$ cat src/rtl/aux_fmt_pkg.sv
package aux_fmt_pkg;
  localparam int ADDR_BITS = 20;
  localparam int HDR_BYTES = 4;

  // reply status values that abort a request
  localparam logic [7:0] RS_TIMEOUT = 8'd1;
  localparam logic [7:0] RS_FLAGS   = 8'd2;
  localparam logic [7:0] RS_LINKERR = 8'd3;

  typedef enum logic [2:0] {
    XE_NONE    = 3'd0,
    XE_TOOBIG  = 3'd1,
    XE_BADCMD  = 3'd2,
    XE_TIMEOUT = 3'd3,
    XE_FLAGS   = 3'd4,
    XE_LINKERR = 3'd5
  } xfer_err_e;

  typedef enum logic [1:0] {
    ST_IDLE,
    ST_SEND,
    ST_WAIT,
    ST_RECV
  } seq_state_e;
endpackage

$ cat src/rtl/aux_hdr_pack.sv
module aux_hdr_pack
  import aux_fmt_pkg::*;
#(
  parameter int MAX_LEN = 16,
  parameter int LEN_W   = 6
) (
  input  logic [3:0]             cmd_i,
  input  logic [ADDR_BITS-1:0]   addr_i,
  input  logic [LEN_W-1:0]       len_i,
  output logic [HDR_BYTES*8-1:0] hdr_o,
  output logic                   is_read_o,
  output logic                   cmd_ok_o,
  output logic                   too_big_o
);
  logic [LEN_W-1:0] len_m1;
  logic [LEN_W:0]   wr_total;
  logic [3:0]       len_nib;
  logic [3:0]       size_nib;

  always_comb begin
    len_m1    = len_i - 1'b1;
    wr_total  = {1'b0, len_i} + (LEN_W+1)'(HDR_BYTES);
    is_read_o = cmd_i[0];
    // bit 2 (middle of transaction) does not matter, bit 1 must be clear
    cmd_ok_o  = ~cmd_i[1];
    too_big_o = len_i > LEN_W'(MAX_LEN);
    len_nib   = (len_i == '0) ? 4'h0 : len_m1[3:0];
    if (len_i == '0)     size_nib = 4'd3;
    else if (cmd_i[0])   size_nib = 4'(HDR_BYTES);
    else                 size_nib = wr_total[3:0];
    hdr_o = {size_nib, len_nib, cmd_i, addr_i[19:16], addr_i[15:8], addr_i[7:0]};
  end
endmodule

$ cat src/rtl/aux_tx_seq.sv
module aux_tx_seq
  import aux_fmt_pkg::*;
#(
  parameter int MAX_LEN = 16,
  localparam int TOT_MAX = HDR_BYTES + MAX_LEN,
  localparam int IDX_W   = $clog2(TOT_MAX + 1)
) (
  input  logic                   clk,
  input  logic                   rst_n,
  input  logic                   load_i,
  input  logic [HDR_BYTES*8-1:0] hdr_i,
  input  logic [MAX_LEN*8-1:0]   pay_i,
  input  logic [IDX_W-1:0]       nbytes_i,
  output logic                   tx_valid_o,
  output logic [7:0]             tx_data_o,
  input  logic                   tx_ready_i,
  output logic                   last_o
);
  logic [TOT_MAX*8-1:0] buf_q;
  logic                 act_q, act_d;
  logic [IDX_W-1:0]     idx_q, idx_d;
  logic [IDX_W-1:0]     cnt_q, cnt_d;
  logic                 at_end;

  assign at_end     = (idx_q == cnt_q - 1'b1);
  assign tx_valid_o = act_q;
  assign tx_data_o  = act_q ? buf_q[{idx_q, 3'b000} +: 8] : 8'h00;
  assign last_o     = act_q && tx_ready_i && at_end;

  always_comb begin
    act_d = act_q;
    idx_d = idx_q;
    cnt_d = cnt_q;
    if (load_i) begin
      act_d = 1'b1;
      idx_d = '0;
      cnt_d = nbytes_i;
    end else if (act_q && tx_ready_i) begin
      idx_d = idx_q + 1'b1;
      if (at_end) act_d = 1'b0;
    end
  end

  always_ff @(posedge clk or negedge rst_n) begin
    if (!rst_n) begin
      act_q <= 1'b0;
      idx_q <= '0;
      cnt_q <= '0;
    end else begin
      act_q <= act_d;
      idx_q <= idx_d;
      cnt_q <= cnt_d;
    end
  end

  always_ff @(posedge clk) begin
    if (load_i) buf_q <= {pay_i, hdr_i};
  end

  assert_hold_byte_R5: assert property (@(posedge clk) disable iff (!rst_n)
    (tx_valid_o && !tx_ready_i) |=> (tx_valid_o && $stable(tx_data_o)));
endmodule

$ cat src/rtl/aux_rx_collect.sv
module aux_rx_collect #(
  parameter int LEN_W = 6
) (
  input  logic             clk,
  input  logic             rst_n,
  input  logic             arm_i,
  input  logic [LEN_W-1:0] total_i,
  input  logic [LEN_W-1:0] limit_i,
  input  logic             rx_valid_i,
  input  logic [7:0]       rx_data_i,
  output logic             rd_valid_o,
  output logic [7:0]       rd_data_o,
  output logic             last_o
);
  logic             act_q, act_d;
  logic [LEN_W-1:0] left_q, left_d;
  logic [LEN_W-1:0] pos_q, pos_d;
  logic [LEN_W-1:0] lim_q, lim_d;
  logic             take;

  assign take       = act_q && rx_valid_i;
  assign last_o     = take && (left_q == LEN_W'(1));
  assign rd_valid_o = take && (pos_q < lim_q);
  assign rd_data_o  = rx_data_i;

  always_comb begin
    act_d  = act_q;
    left_d = left_q;
    pos_d  = pos_q;
    lim_d  = lim_q;
    if (arm_i) begin
      act_d  = 1'b1;
      left_d = total_i;
      pos_d  = '0;
      lim_d  = limit_i;
    end else if (take) begin
      left_d = left_q - 1'b1;
      pos_d  = pos_q + 1'b1;
      if (left_q == LEN_W'(1)) act_d = 1'b0;
    end
  end

  always_ff @(posedge clk or negedge rst_n) begin
    if (!rst_n) begin
      act_q  <= 1'b0;
      left_q <= '0;
      pos_q  <= '0;
      lim_q  <= '0;
    end else begin
      act_q  <= act_d;
      left_q <= left_d;
      pos_q  <= pos_d;
      lim_q  <= lim_d;
    end
  end
endmodule

$ cat src/rtl/aux_req_fmt.sv
module aux_req_fmt
  import aux_fmt_pkg::*;
#(
  parameter int MAX_LEN = 16,
  localparam int LEN_W = $clog2(MAX_LEN + 1) + 1,
  localparam int IDX_W = $clog2(HDR_BYTES + MAX_LEN + 1)
) (
  input  logic                 clk,
  input  logic                 rst_n,
  input  logic                 start_i,
  input  logic [3:0]           cmd_i,
  input  logic [ADDR_BITS-1:0] addr_i,
  input  logic [LEN_W-1:0]     len_i,
  input  logic [MAX_LEN*8-1:0] wdata_i,
  output logic                 busy_o,
  output logic                 tx_valid_o,
  output logic [7:0]           tx_data_o,
  input  logic                 tx_ready_i,
  input  logic                 rply_valid_i,
  input  logic [7:0]           rply_status_i,
  input  logic [LEN_W-1:0]     rply_count_i,
  input  logic                 rx_valid_i,
  input  logic [7:0]           rx_data_i,
  output logic                 rd_valid_o,
  output logic [7:0]           rd_data_o,
  output logic                 done_o,
  output logic [2:0]           err_o,
  output logic [3:0]           reply_o,
  output logic [LEN_W-1:0]     xfer_cnt_o
);
  logic [HDR_BYTES*8-1:0] hdr;
  logic                   is_read, cmd_ok, too_big;
  logic [IDX_W-1:0]       tx_total;
  logic                   tx_load, tx_last;
  logic                   rx_arm, rx_last;

  seq_state_e       st_q, st_d;
  logic             rd_q;
  logic [LEN_W-1:0] len_q;
  logic             done_q, done_d;
  xfer_err_e        err_q, err_d;
  logic [3:0]       rep_q, rep_d;
  logic [LEN_W-1:0] cnt_q, cnt_d;
  logic [LEN_W-1:0] clamp;
  logic             aborted;

  aux_hdr_pack #(.MAX_LEN(MAX_LEN), .LEN_W(LEN_W)) u_hdr (
    .cmd_i     (cmd_i),
    .addr_i    (addr_i),
    .len_i     (len_i),
    .hdr_o     (hdr),
    .is_read_o (is_read),
    .cmd_ok_o  (cmd_ok),
    .too_big_o (too_big)
  );

  assign tx_total = is_read ? IDX_W'(HDR_BYTES) : IDX_W'(HDR_BYTES) + IDX_W'(len_i);

  aux_tx_seq #(.MAX_LEN(MAX_LEN)) u_tx (
    .clk        (clk),
    .rst_n      (rst_n),
    .load_i     (tx_load),
    .hdr_i      (hdr),
    .pay_i      (wdata_i),
    .nbytes_i   (tx_total),
    .tx_valid_o (tx_valid_o),
    .tx_data_o  (tx_data_o),
    .tx_ready_i (tx_ready_i),
    .last_o     (tx_last)
  );

  aux_rx_collect #(.LEN_W(LEN_W)) u_rx (
    .clk        (clk),
    .rst_n      (rst_n),
    .arm_i      (rx_arm),
    .total_i    (rply_count_i),
    .limit_i    (len_q),
    .rx_valid_i (rx_valid_i),
    .rx_data_i  (rx_data_i),
    .rd_valid_o (rd_valid_o),
    .rd_data_o  (rd_data_o),
    .last_o     (rx_last)
  );

  always_comb begin
    st_d    = st_q;
    done_d  = 1'b0;
    err_d   = err_q;
    rep_d   = rep_q;
    cnt_d   = cnt_q;
    tx_load = 1'b0;
    rx_arm  = 1'b0;
    aborted = 1'b0;
    clamp   = (rply_count_i < len_q) ? rply_count_i : len_q;
    unique case (st_q)
      ST_IDLE: begin
        if (start_i) begin
          if (too_big || !cmd_ok) begin
            done_d = 1'b1;
            err_d  = too_big ? XE_TOOBIG : XE_BADCMD;
            rep_d  = '0;
            cnt_d  = '0;
          end else begin
            st_d    = ST_SEND;
            tx_load = 1'b1;
          end
        end
      end
      ST_SEND: begin
        if (tx_last) st_d = ST_WAIT;
      end
      ST_WAIT: begin
        if (rply_valid_i) begin
          err_d = XE_NONE;
          rep_d = rply_status_i[7:4];
          cnt_d = rd_q ? clamp : len_q;
          if (rply_status_i == RS_TIMEOUT) begin
            err_d = XE_TIMEOUT; aborted = 1'b1;
          end else if (rply_status_i == RS_FLAGS) begin
            err_d = XE_FLAGS; aborted = 1'b1;
          end else if (rply_status_i == RS_LINKERR) begin
            err_d = XE_LINKERR; aborted = 1'b1;
          end
          if (aborted) begin
            rep_d = '0;
            cnt_d = '0;
          end
          if (aborted || !rd_q || rply_count_i == '0) begin
            done_d = 1'b1;
            st_d   = ST_IDLE;
          end else begin
            rx_arm = 1'b1;
            st_d   = ST_RECV;
          end
        end
      end
      ST_RECV: begin
        if (rx_last) begin
          done_d = 1'b1;
          st_d   = ST_IDLE;
        end
      end
      default: st_d = ST_IDLE;
    endcase
  end

  always_ff @(posedge clk or negedge rst_n) begin
    if (!rst_n) begin
      st_q   <= ST_IDLE;
      rd_q   <= 1'b0;
      len_q  <= '0;
      done_q <= 1'b0;
      err_q  <= XE_NONE;
      rep_q  <= '0;
      cnt_q  <= '0;
    end else begin
      st_q   <= st_d;
      done_q <= done_d;
      err_q  <= err_d;
      rep_q  <= rep_d;
      cnt_q  <= cnt_d;
      if (tx_load) begin
        rd_q  <= is_read;
        len_q <= len_i;
      end
    end
  end

  assign busy_o     = (st_q != ST_IDLE);
  assign done_o     = done_q;
  assign err_o      = err_q;
  assign reply_o    = rep_q;
  assign xfer_cnt_o = cnt_q;

  // rejected or idle requests never drive the transmit stream
  assert_quiet_idle_R6: assert property (@(posedge clk) disable iff (!rst_n)
    !busy_o |-> !tx_valid_o);

  assert_reject_size_R6: assert property (@(posedge clk) disable iff (!rst_n)
    (start_i && !busy_o && len_i > LEN_W'(MAX_LEN))
      |=> (done_o && err_o == XE_TOOBIG && !busy_o));

  assert_reject_cmd_R7: assert property (@(posedge clk) disable iff (!rst_n)
    (start_i && !busy_o && len_i <= LEN_W'(MAX_LEN) && cmd_i[1])
      |=> (done_o && err_o == XE_BADCMD && !busy_o));

  assert_clamp_R11: assert property (@(posedge clk) disable iff (!rst_n)
    (done_o && rd_q && err_o == XE_NONE) |-> (xfer_cnt_o <= len_q));

  assert_rd_in_flight_R11: assert property (@(posedge clk) disable iff (!rst_n)
    rd_valid_o |-> busy_o);

  assert_busy_from_start_R12: assert property (@(posedge clk) disable iff (!rst_n)
    $rose(busy_o) |-> $past(start_i));

  assert_done_pulse_R12: assert property (@(posedge clk) disable iff (!rst_n)
    done_o |=> !done_o);
endmodule

$ cat config.mk
export PLATFORM = sky130hd
export DESIGN_NAME = aux_req_fmt
export DESIGN_NICKNAME = d
export VERILOG_FILES = /design/src/rtl/aux_fmt_pkg.sv /design/src/rtl/aux_hdr_pack.sv /design/src/rtl/aux_tx_seq.sv /design/src/rtl/aux_rx_collect.sv /design/src/rtl/aux_req_fmt.sv
export SDC_FILE = /design/constraint.sdc
export NUM_CORES = 1
export LEC_CHECK = 0
export CORE_AREA = 2 2 137 139
export DETAILED_ROUTE_END_ITERATION = 8
export DIE_AREA = 0 0 139 141
export PLACE_DENSITY = 0.85
export SYNTH_ARGS = -nofsm -noshare
export SYNTH_HDL_FRONTEND = slang
export SYNTH_HIERARCHICAL = 1
export SYNTH_SLANG_ARGS = --single-unit
$ cat constraint.sdc
create_clock -name clk -period 5.56 [get_ports clk]
set_input_delay 0.556 -clock clk [delete_from_list [all_inputs] [get_ports clk]]
set_output_delay 0.556 -clock clk [all_outputs]
set_load 0.05 [all_outputs]
=== Word level (Yosys, flattened, before mapping) ===
Cells that the tools add are included.

* Bits of input ports: 186
* Register bits after elaboration: 213
* Output and inout port bits: 33
* Logic and storage cells: 124

* Shifts and indexed selects: 1
* Reductions and logical operators: 23
* Equal/unequal tests: 14
* Muxes and demuxes: 59
* Magnitude comparators: 3
* $add $sub $neg: 7

{| class="wikitable"
|+ Operators with widths
! kind !! count
|-
| indexed part select 160 x 9 -> 8 bit || 1
|-
| two-way mux 6 bit || 10
|-
| two-way mux 1 bit || 22
|-
| two-way mux 3 bit || 7
|-
| equality test 8 x 2 -> 1 bit, second input constant || 2
|-
| two-way mux 4 bit || 4
|-
| two-way mux 5 bit || 3
|-
| two-way mux 2 bit || 7
|-
| logical NOT 6 bit || 2
|-
| < comparator 6 bit || 2
|-
| inequality test 2 bit, second input constant || 6
|-
| one-hot mux 6 bit (2 select lines) || 1
|-
| nonzero test 2 bit || 6
|-
| equality test 8 x 1 -> 1 bit, second input constant || 1
|-
| two-way mux 8 bit || 1
|-
| one-hot mux 2 bit (4 select lines) || 1
|-
| one-hot mux 4 bit (2 select lines) || 1
|-
| adder 6 x 1 -> 6 bit, second input constant || 1
|-
| equality test 6 x 1 -> 1 bit, second input constant || 1
|-
| greater-than comparator 6 x 5 -> 1 bit, second input constant || 1
|-
| one-hot mux 3 bit (2 select lines) || 1
|-
| subtractor 6 x 1 -> 6 bit, second input constant || 1
|-
| adder 3 x 5 -> 5 bit, first input constant || 1
|-
| adder 5 x 1 -> 5 bit, second input constant || 1
|-
| other kinds (15) || 23
|}

=== Logic depth before layout (Yosys ltp) ===
Gate-level depths: netlist (run 1).

* Depth in word-level cells: 13
* Gate-level depth with buffers: 10
* Mapped depth without buffers: 10

=== By module ===
The synthesis (run 1) kept the hierarchy.

{| class="wikitable"
|+ By module, submodules not included
! module !! times used !! area an instance (um^2) !! cells each
|-
| aux_tx_seq || 1 || 6797.8 || 352
|-
| aux_req_fmt || 1 || 1396.3 || 142
|-
| aux_rx_collect || 1 || 1059.8 || 114
|-
| aux_hdr_pack || 1 || 349.1 || 49
|}

=== Worst setup path after synthesis (run 1) ===
No wires, ideal clock.

* Path type: input port to flip-flop
* Start point: in len_i[0]
* End point: reg u_tx.cnt_q[0]
* Stages on the path: 9
* Data arrival time: 4037 ps
* Required time: 5424 ps
* Path slack: 1387 ps
* Buffers on the path: 2
* Cells stage by stage: inv_1 > ha_1 > nand2_1 > a21o_1 > nand2b_1 > nor4b_4 > buf_2 > clkbuf_1 > o21ai_0

* Cells in the longest elaborated chain, start to end: 5
* Elaborated cells between the ends (all ways): 7

{| class="wikitable"
|+ Ends and longest elaborated chain
! item !! RTL line !! RTL
|-
| from (decl) || aux_req_fmt.sv:13 || <nowiki>input logic [LEN_W-1:0] len_i,</nowiki>
|-
| greater-than comparator 6 x 5 -> 1 bit || aux_hdr_pack.sv:26 || <nowiki>too_big_o = len_i > LEN_W'(MAX_LEN);</nowiki>
|-
| net too_big || aux_req_fmt.sv:32 || <nowiki>logic is_read, cmd_ok, too_big;</nowiki>
|-
| logical OR 1 bit || aux_req_fmt.sv:98 || <nowiki>if (too_big || !cmd_ok) begin</nowiki>
|-
| two-way mux 1 bit || aux_req_fmt.sv:98 ||
|-
| two-way mux 1 bit || aux_req_fmt.sv:97 || <nowiki>if (start_i) begin</nowiki>
|-
| two-way mux 1 bit || aux_req_fmt.sv:95 || <nowiki>unique case (st_q)</nowiki>
|-
| net tx_load || aux_req_fmt.sv:34 || <nowiki>logic tx_load, tx_last;</nowiki>
|-
| to (signal assigned) || aux_tx_seq.sv:52 || <nowiki>cnt_q <= cnt_d;</nowiki>
|-
| to (decl) || aux_tx_seq.sv:22 || <nowiki>logic [IDX_W-1:0] cnt_q, cnt_d;</nowiki>
|}

The timed path passes the listed nets, and every way through them passes these cells.
A chain may end at the register's enable or synchronous reset.

=== Final worst setup path (run 1) ===
* Start point: reg u_tx.idx_q[0]
* End point: out tx_data_o[1]

* Cells in the longest elaborated chain, start to end: 2

{| class="wikitable"
|+ Ends and longest elaborated chain
! item !! RTL line !! RTL
|-
| from (decl) || aux_tx_seq.sv:21 || <nowiki>logic [IDX_W-1:0] idx_q, idx_d;</nowiki>
|-
| from (signal assigned) || aux_tx_seq.sv:51 || <nowiki>idx_q <= idx_d;</nowiki>
|-
| indexed part select 160 x 9 -> 8 bit || aux_tx_seq.sv:27 || <nowiki>assign tx_data_o = act_q ? buf_q[{idx_q, 3'b000} +: 8] : 8'h00;</nowiki>
|-
| two-way mux 8 bit || aux_tx_seq.sv:27 ||
|-
| to (decl) || aux_req_fmt.sv:17 || <nowiki>output logic [7:0] tx_data_o,</nowiki>
|}

Every way passes these cells.

==> results of run 1 <==
[registers in the layout, summed over array words and instances, names as in the netlist]
| name | cells |
|---|---|
| u_rx/pos_q | 6 |
| u_tx/cnt_q | 5 |
| rd_q | 1 |
| xfer_cnt_o | 6 |
| reply_o | 4 |
| len_q | 6 |
| err_o | 3 |
| u_rx/act_q | 1 |
| st_q | 2 |
| u_tx/idx_q | 5 |
| u_rx/left_q | 6 |
| u_rx/lim_q | 6 |
| u_tx/tx_valid_o | 1 |
| done_o | 1 |
| u_tx/buf_q | 160 |
[kinds of logic (layout without fill, tap and decap cells)]
| logic type | after synthesis | after routing | synth area share, % |
|---|---|---|---|
| DFF | 213 | 213 | 63.8 |
| and+or+nand+nor | 151 | 151 | 8.70 |
| AOI/OAI and AO/OA | 104 | 104 | 7.86 |
| buffers and inverters | 92 | 278 | 5.51 |
| muxes | 57 | 57 | 9.69 |
| xor gates and xnor gates | 21 | 21 | 1.92 |
| adders and majority gates | 19 | 19 | 2.48 |
[worst max-delay path: stages (launching register included)]
cell             delay [ns]
dfrtp_4                1.16
nor2b_1                0.10
a2111oi_0              0.80
nor3_1                 0.17
a221o_1                0.41
clkdlybuf4s50_1        0.71
[Yosys cell counts (all sizes together), types with 9 or more instances]
cell    instances
o21ai          32
nor2           32
o211ai          9
xnor2          10
nand2          40
mux4           24
mux2i           9
xor2           11
inv            28
dfrtp          53
edfxtp        160
nand2b          9
ha             19
nand4          12
nor2b          20
buf            55
a211oi         10
clkbuf          9
nor3            9
mux2           24
[how the worst min path moves through the flow]
| stage | startpoint | end | slack [ns] | cells past startpoint |
|---|---|---|---|---|
| 2_1_floorplan | rst_n | done_o | 0.26 | 0 |
| 3_3_place_gp | reply_o[1] | reply_o[1] | 0.49 | 1 |
| 3_5_place_dp | reply_o[2] | reply_o[2] | 0.49 | 1 |
| 4_1_cts | rst_n | err_o[1] | 0.19 | 2 |
| 5_1_grt | rst_n | err_o[1] | 0.23 | 2 |
| 6_report | rst_n | err_o[1] | 0.17 | 2 |
[cell type report]
| class | count | area [um^2] | share of cell area [%] |
|---|---|---|---|
| Multi-Input combinational cell | 352 | 2950 | 23.8 |
| Inverter | 28 | 105 | 0.849 |
| Timing Repair Buffer | 210 | 2080 | 16.8 |
| Sequential cell | 213 | 6130 | 49.6 |
| Clock buffer | 31 | 646 | 5.22 |
| Tap cell | 234 | 293 | 2.37 |
| Clock inverter | 9 | 173 | 1.40 |
[routing by layer]
metal	vias to the layer above	GRT usage [%]
met5	-	0
met4	0	7.18
met3	47	5.03
met2	217	39.9
met1	2885	26.5
li1	2780	-
[metrics by stage]
step	instances	hold slack [ns]	util (%)
final	1077	0.166	67.8
after CTS	1077	0.193	67.8
after global placement	1037	0.489	63.3
after global routing	1077	0.232	67.8
after floorplan	657	0.260	-
after detailed placement	1037	0.491	63.3
[where the power goes]
group	internal [uW]	total (uW)	switching, uW	leakage (uW)
Clock	1040	1620	583	0.000401
Sequential	1860	2110	253	0.00212
Combinational	753	1590	834	0.00196
Total	3650	5320	1670	0.00449
==> flow_metrics.env, run 1 <==
export IMPL_outcome="finished clean"
export IMPL_grt_max_degree=77
export IMPL_cp_endpoint="tx_data_o[1]"
export IMPL_powerDensity_nw_per_um2=430
export IMPL_routed_top_layer="met4"
export IMPL_holdCritPathClass="primary input to asynchronous set/reset pin"
export IMPL_clock_sinks=213
export IMPL_layout_common_cells="clkdlybuf4s50_1, edfxtp_1, dfrtp_1"
export IMPL_dpl_cell_area_um2=11600
export IMPL_antenna_found_initial=1
export IMPL_finClkSkew_ns=0.00648
export IMPL_post_cts_repair_setup_buffers=0
export IMPL_rsz0062_at_grt="false"
export IMPL_slew_headroom_pct=24.0
export IMPL_startpoint="u_tx/idx_q[0]"
export IMPL_synth_cell_types=66
export IMPL_synthCells=657
export IMPL_dieHeight_um=141
export IMPL_synth_seq_cells=213
export IMPL_crit_fanout=76
export IMPL_cts_buffers=22
export IMPL_wl_met2_um=11500
export IMPL_portBuffers=202
export IMPL_hold_buffers=0
export IMPL_clockBufferDepth=3
export IMPL_synth_edff_count=160
export IMPL_timing_rr_end="u_rx/lim_q[0]"
export IMPL_firstDrtPassIters=4
export IMPL_avgSynthCellArea_um2=14.6
export IMPL_drv_cap=0
export IMPL_io_pins=219
export IMPL_cts_root_buffer_cell="clkbuf_16"
export IMPL_rr_worst_depth=4
export IMPL_antenna_left=0
export IMPL_vdd_drop_max_uv=490
export IMPL_wl_per_cell_um=20.5
export IMPL_timing_rr_start="st_q[0]"
export IMPL_grt_overflow=0
export IMPL_synth_area_um2=9600
export IMPL_grt_pass1_vias=6203
export IMPL_fin_setup_tns_ns=0
export IMPL_fp_row_count=50
export IMPL_vias_per_cell=5.51
export IMPL_clk_latency_ns=0.49
export IMPL_synthArstFlopShare_pct=24.9
export IMPL_critPathArrivalTime_ns=3.86
export IMPL_timing_final_hold_violations=0
export IMPL_core_area_um2=18300
export IMPL_critPathKind="flop to output pin"
export IMPL_dr_wl_met3_um=1600
export IMPL_start_kind="flop"
export IMPL_drt_iter0_drc=381
export IMPL_wl_met1_um=8320
export IMPL_place_hpwl_um=15700
export IMPL_synth_nets=862
export IMPL_min_period_over_period_pct=79.4
export IMPL_p_leak_uw=0.00449
export IMPL_dp_slack_ns=1.67
export IMPL_die_area_um2=19600
export IMPL_synth_area_leader_cell="edfxtp_1"
export IMPL_p_total_uw=5320
export IMPL_drc_errors=0
export IMPL_initial_utilization_pct=52.6
export IMPL_r2r_slack_ns=3.00
export IMPL_min_period_ns=4.42
export IMPL_wirelength_um=22100
export IMPL_final_layout_size_suffix_gt1_share_pct=13.0
export IMPL_layout_commonest_cell="clkdlybuf4s50_1"
export IMPL_fin_area_um2=12400
export IMPL_num_vias=5929
export IMPL_area_growth_syn_to_layout_pct=28.9
export IMPL_fmax_mhz=226
export IMPL_worst_slack_ns=1.14
export IMPL_num_antenna_cells=0
export IMPL_cp_required_ns=5.00
export IMPL_ys_flop_type="edfxtp_1"
export IMPL_h_tree_depth=1
export IMPL_die_w_um=139
export IMPL_drv_slew=0
export IMPL_end_kind="output pin"
export IMPL_synth_top_area_share_pct=50.0
export IMPL_seq_area_frac_synth_pct=63.8
export IMPL_synth_warnings=6
export IMPL_nNetsFinal=1032
export IMPL_fill_cells=1232
export IMPL_cts_resized_gates=0
export IMPL_setup_viol=0
export IMPL_cts_clk_slew_worst_paths_ns=0.06
export IMPL_place_congestion=0.841
export IMPL_cts_tree="yes"
export IMPL_tightest_slew_ns=1.14
export IMPL_grt_pass1_wl_um=33700
export IMPL_grt_usage_pct=22.1
export IMPL_synthTopCellsByArea="edfxtp_1, dfrtp_1, mux4_2"
No activity file was read; power rests on OpenSTA's default activity.
==> run 2: changes to the inputs <==
Settings changed: CORE_AREA 2 2 137 139 to 2 2 141 143, DIE_AREA 0 0 139 141 to 0 0 143 145, PLACE_DENSITY 0.85 to 0.81.
Clock period 5.56 ns to 4.14 ns, I/O delays scaled along.
==> flow_metrics.env, run 2 (synthesized netlist as in run 1, its figures left out) <==
export IMPL_place_congestion=0.847
export IMPL_r2r_slack_ns=1.57
export IMPL_wl_per_cell_um=20.1
export IMPL_holdCritPathClass="primary input to flop"
export IMPL_drv_slew=0
export IMPL_grt_max_degree=105
export IMPL_grt_pass1_wl_um=34500
export IMPL_startpoint="u_tx/idx_q[0]"
export IMPL_cp_endpoint="tx_data_o[0]"
export IMPL_initial_utilization_pct=50.0
export IMPL_setup_viol=0
export IMPL_fill_cells=1400
export IMPL_slew_headroom_pct=19.9
export IMPL_area_growth_syn_to_layout_pct=28.9
export IMPL_drv_cap=0
export IMPL_die_area_um2=20700
export IMPL_firstDrtPassIters=4
export IMPL_antenna_left=0
export IMPL_rr_worst_depth=4
export IMPL_wirelength_um=22400
export IMPL_vias_per_cell=5.41
export IMPL_final_layout_size_suffix_gt1_share_pct=13.2
export IMPL_nNetsFinal=1038
export IMPL_crit_fanout=26
export IMPL_fmax_mhz=266
export IMPL_min_period_over_period_pct=90.7
export IMPL_place_hpwl_um=16200
export IMPL_tightest_slew_ns=1.19
export IMPL_clk_latency_ns=0.50
export IMPL_num_vias=6032
export IMPL_finClkSkew_ns=0.00589
export IMPL_fp_row_count=51
export IMPL_h_tree_depth=1
export IMPL_start_kind="flop"
export IMPL_timing_final_hold_violations=0
export IMPL_end_kind="output pin"
export IMPL_cts_buffers=23
export IMPL_dieHeight_um=145
export IMPL_clock_sinks=213
export IMPL_top_register="u_tx/buf_q"
export IMPL_portBuffers=202
export IMPL_rsz0062_at_grt="false"
export IMPL_cts_clk_slew_worst_paths_ns=0.06
export IMPL_cts_root_buffer_cell="clkbuf_16"
export IMPL_clockBufferDepth=3
export IMPL_core_area_um2=19200
export IMPL_cts_tree="yes"
export IMPL_grt_usage_pct=21.7
export IMPL_timing_rr_start="st_q[0]"
export IMPL_timing_rr_end="u_rx/lim_q[0]"
export IMPL_critPathArrivalTime_ns=3.34
export IMPL_antenna_found_initial=1
export IMPL_grt_pass1_vias=6224
export IMPL_die_w_um=143
export IMPL_min_period_ns=3.75
export IMPL_drc_errors=0
export IMPL_powerDensity_nw_per_um2=560
export IMPL_layout_commonest_cell="clkdlybuf4s50_1"
export IMPL_critPathKind="flop to output pin"
export IMPL_p_leak_uw=0.00447
export IMPL_vdd_drop_max_uv=284
export IMPL_grt_overflow=0
export IMPL_holdPathStages=1
export IMPL_drt_iter0_drc=445
export IMPL_cp_required_ns=3.73
export IMPL_io_pins=219
export IMPL_layout_common_cells="clkdlybuf4s50_1, edfxtp_1, dfrtp_1"
export IMPL_outcome="finished clean"
export IMPL_p_total_uw=6930
export IMPL_largest_reg_flops=160
export IMPL_fin_setup_tns_ns=0
==> run 2: stage by stage <==
step           cell area [um^2]  setup WS, ns  hold slack, ns  utilization, %  cells
5_1_grt                   12400         0.191           0.448            64.4   1114
2_1_floorplan              9600         0.109           0.118               -    657
6_report                  12400         0.386           0.469            64.4   1114
3_5_place_dp              11600         0.694           0.483            60.6   1071
4_1_cts                   12300         0.149           0.453            64.3   1112
3_3_place_gp              11600         0.714           0.478            60.6   1071
==> run 2: worst min path at each step <==
stage                      start               to  slack, ns
CTS                  wdata_i[80]  u_tx/buf_q[112]       0.45
global route         wdata_i[75]  u_tx/buf_q[107]       0.45
floorplan                  rst_n           done_o       0.12
global placement           rst_n   u_rx/left_q[4]       0.48
finish              wdata_i[108]  u_tx/buf_q[140]       0.47
detailed placement         rst_n   u_rx/left_q[4]       0.48
==> run 2: what timing repair did <==
item / in CTS / in global routing
hold endpoints to repair: 28 / 0
gates resized for setup: 0 / 0
endpoints found under the setup margin: 0 / 1
hold buffers: 1 / 0
buffers inserted: 0 / 1
==> run 2: cell type report <==
type                    instances  area [um^2]  area share [%]
diodes                          1         2.50          0.0202
clock buffers                  24          579            4.68
clock inverters                16          125            1.01
inverters                      28          105           0.849
multi-input cells             352         2950            23.8
flip-flops and latches        213         6140            49.6
well taps                     265          332            2.68
repair buffers                215         2150            17.4
==> run 2: power by group <==
group	total, uW	switching (uW)	internal (uW)
clock network	1930	795	1130
logic	2240	1190	1050
registers	2760	261	2500
total	6930	2250	4680
==> run 2: critical path, stage by stage (launching register included) <==
cell and delay [ns]:
dfrtp_4 0.73, buf_4 0.38, mux4_2 0.55, mux2i_1 0.16, nor2_1 0.06, a221o_1 0.26
clkdlybuf4s50_1 0.71
==> run 2: layer usage <==
| layer | GRT usage, % | wire, um | up-vias |
|---|---|---|---|
| met5 | 0 | 0 | - |
| met4 | 8.47 | 875 | 0 |
| met3 | 4.46 | 1510 | 63 |
| met2 | 36.3 | 11300 | 222 |
| met1 | 27.7 | 8710 | 2949 |
| li1 | - | - | 2798 |
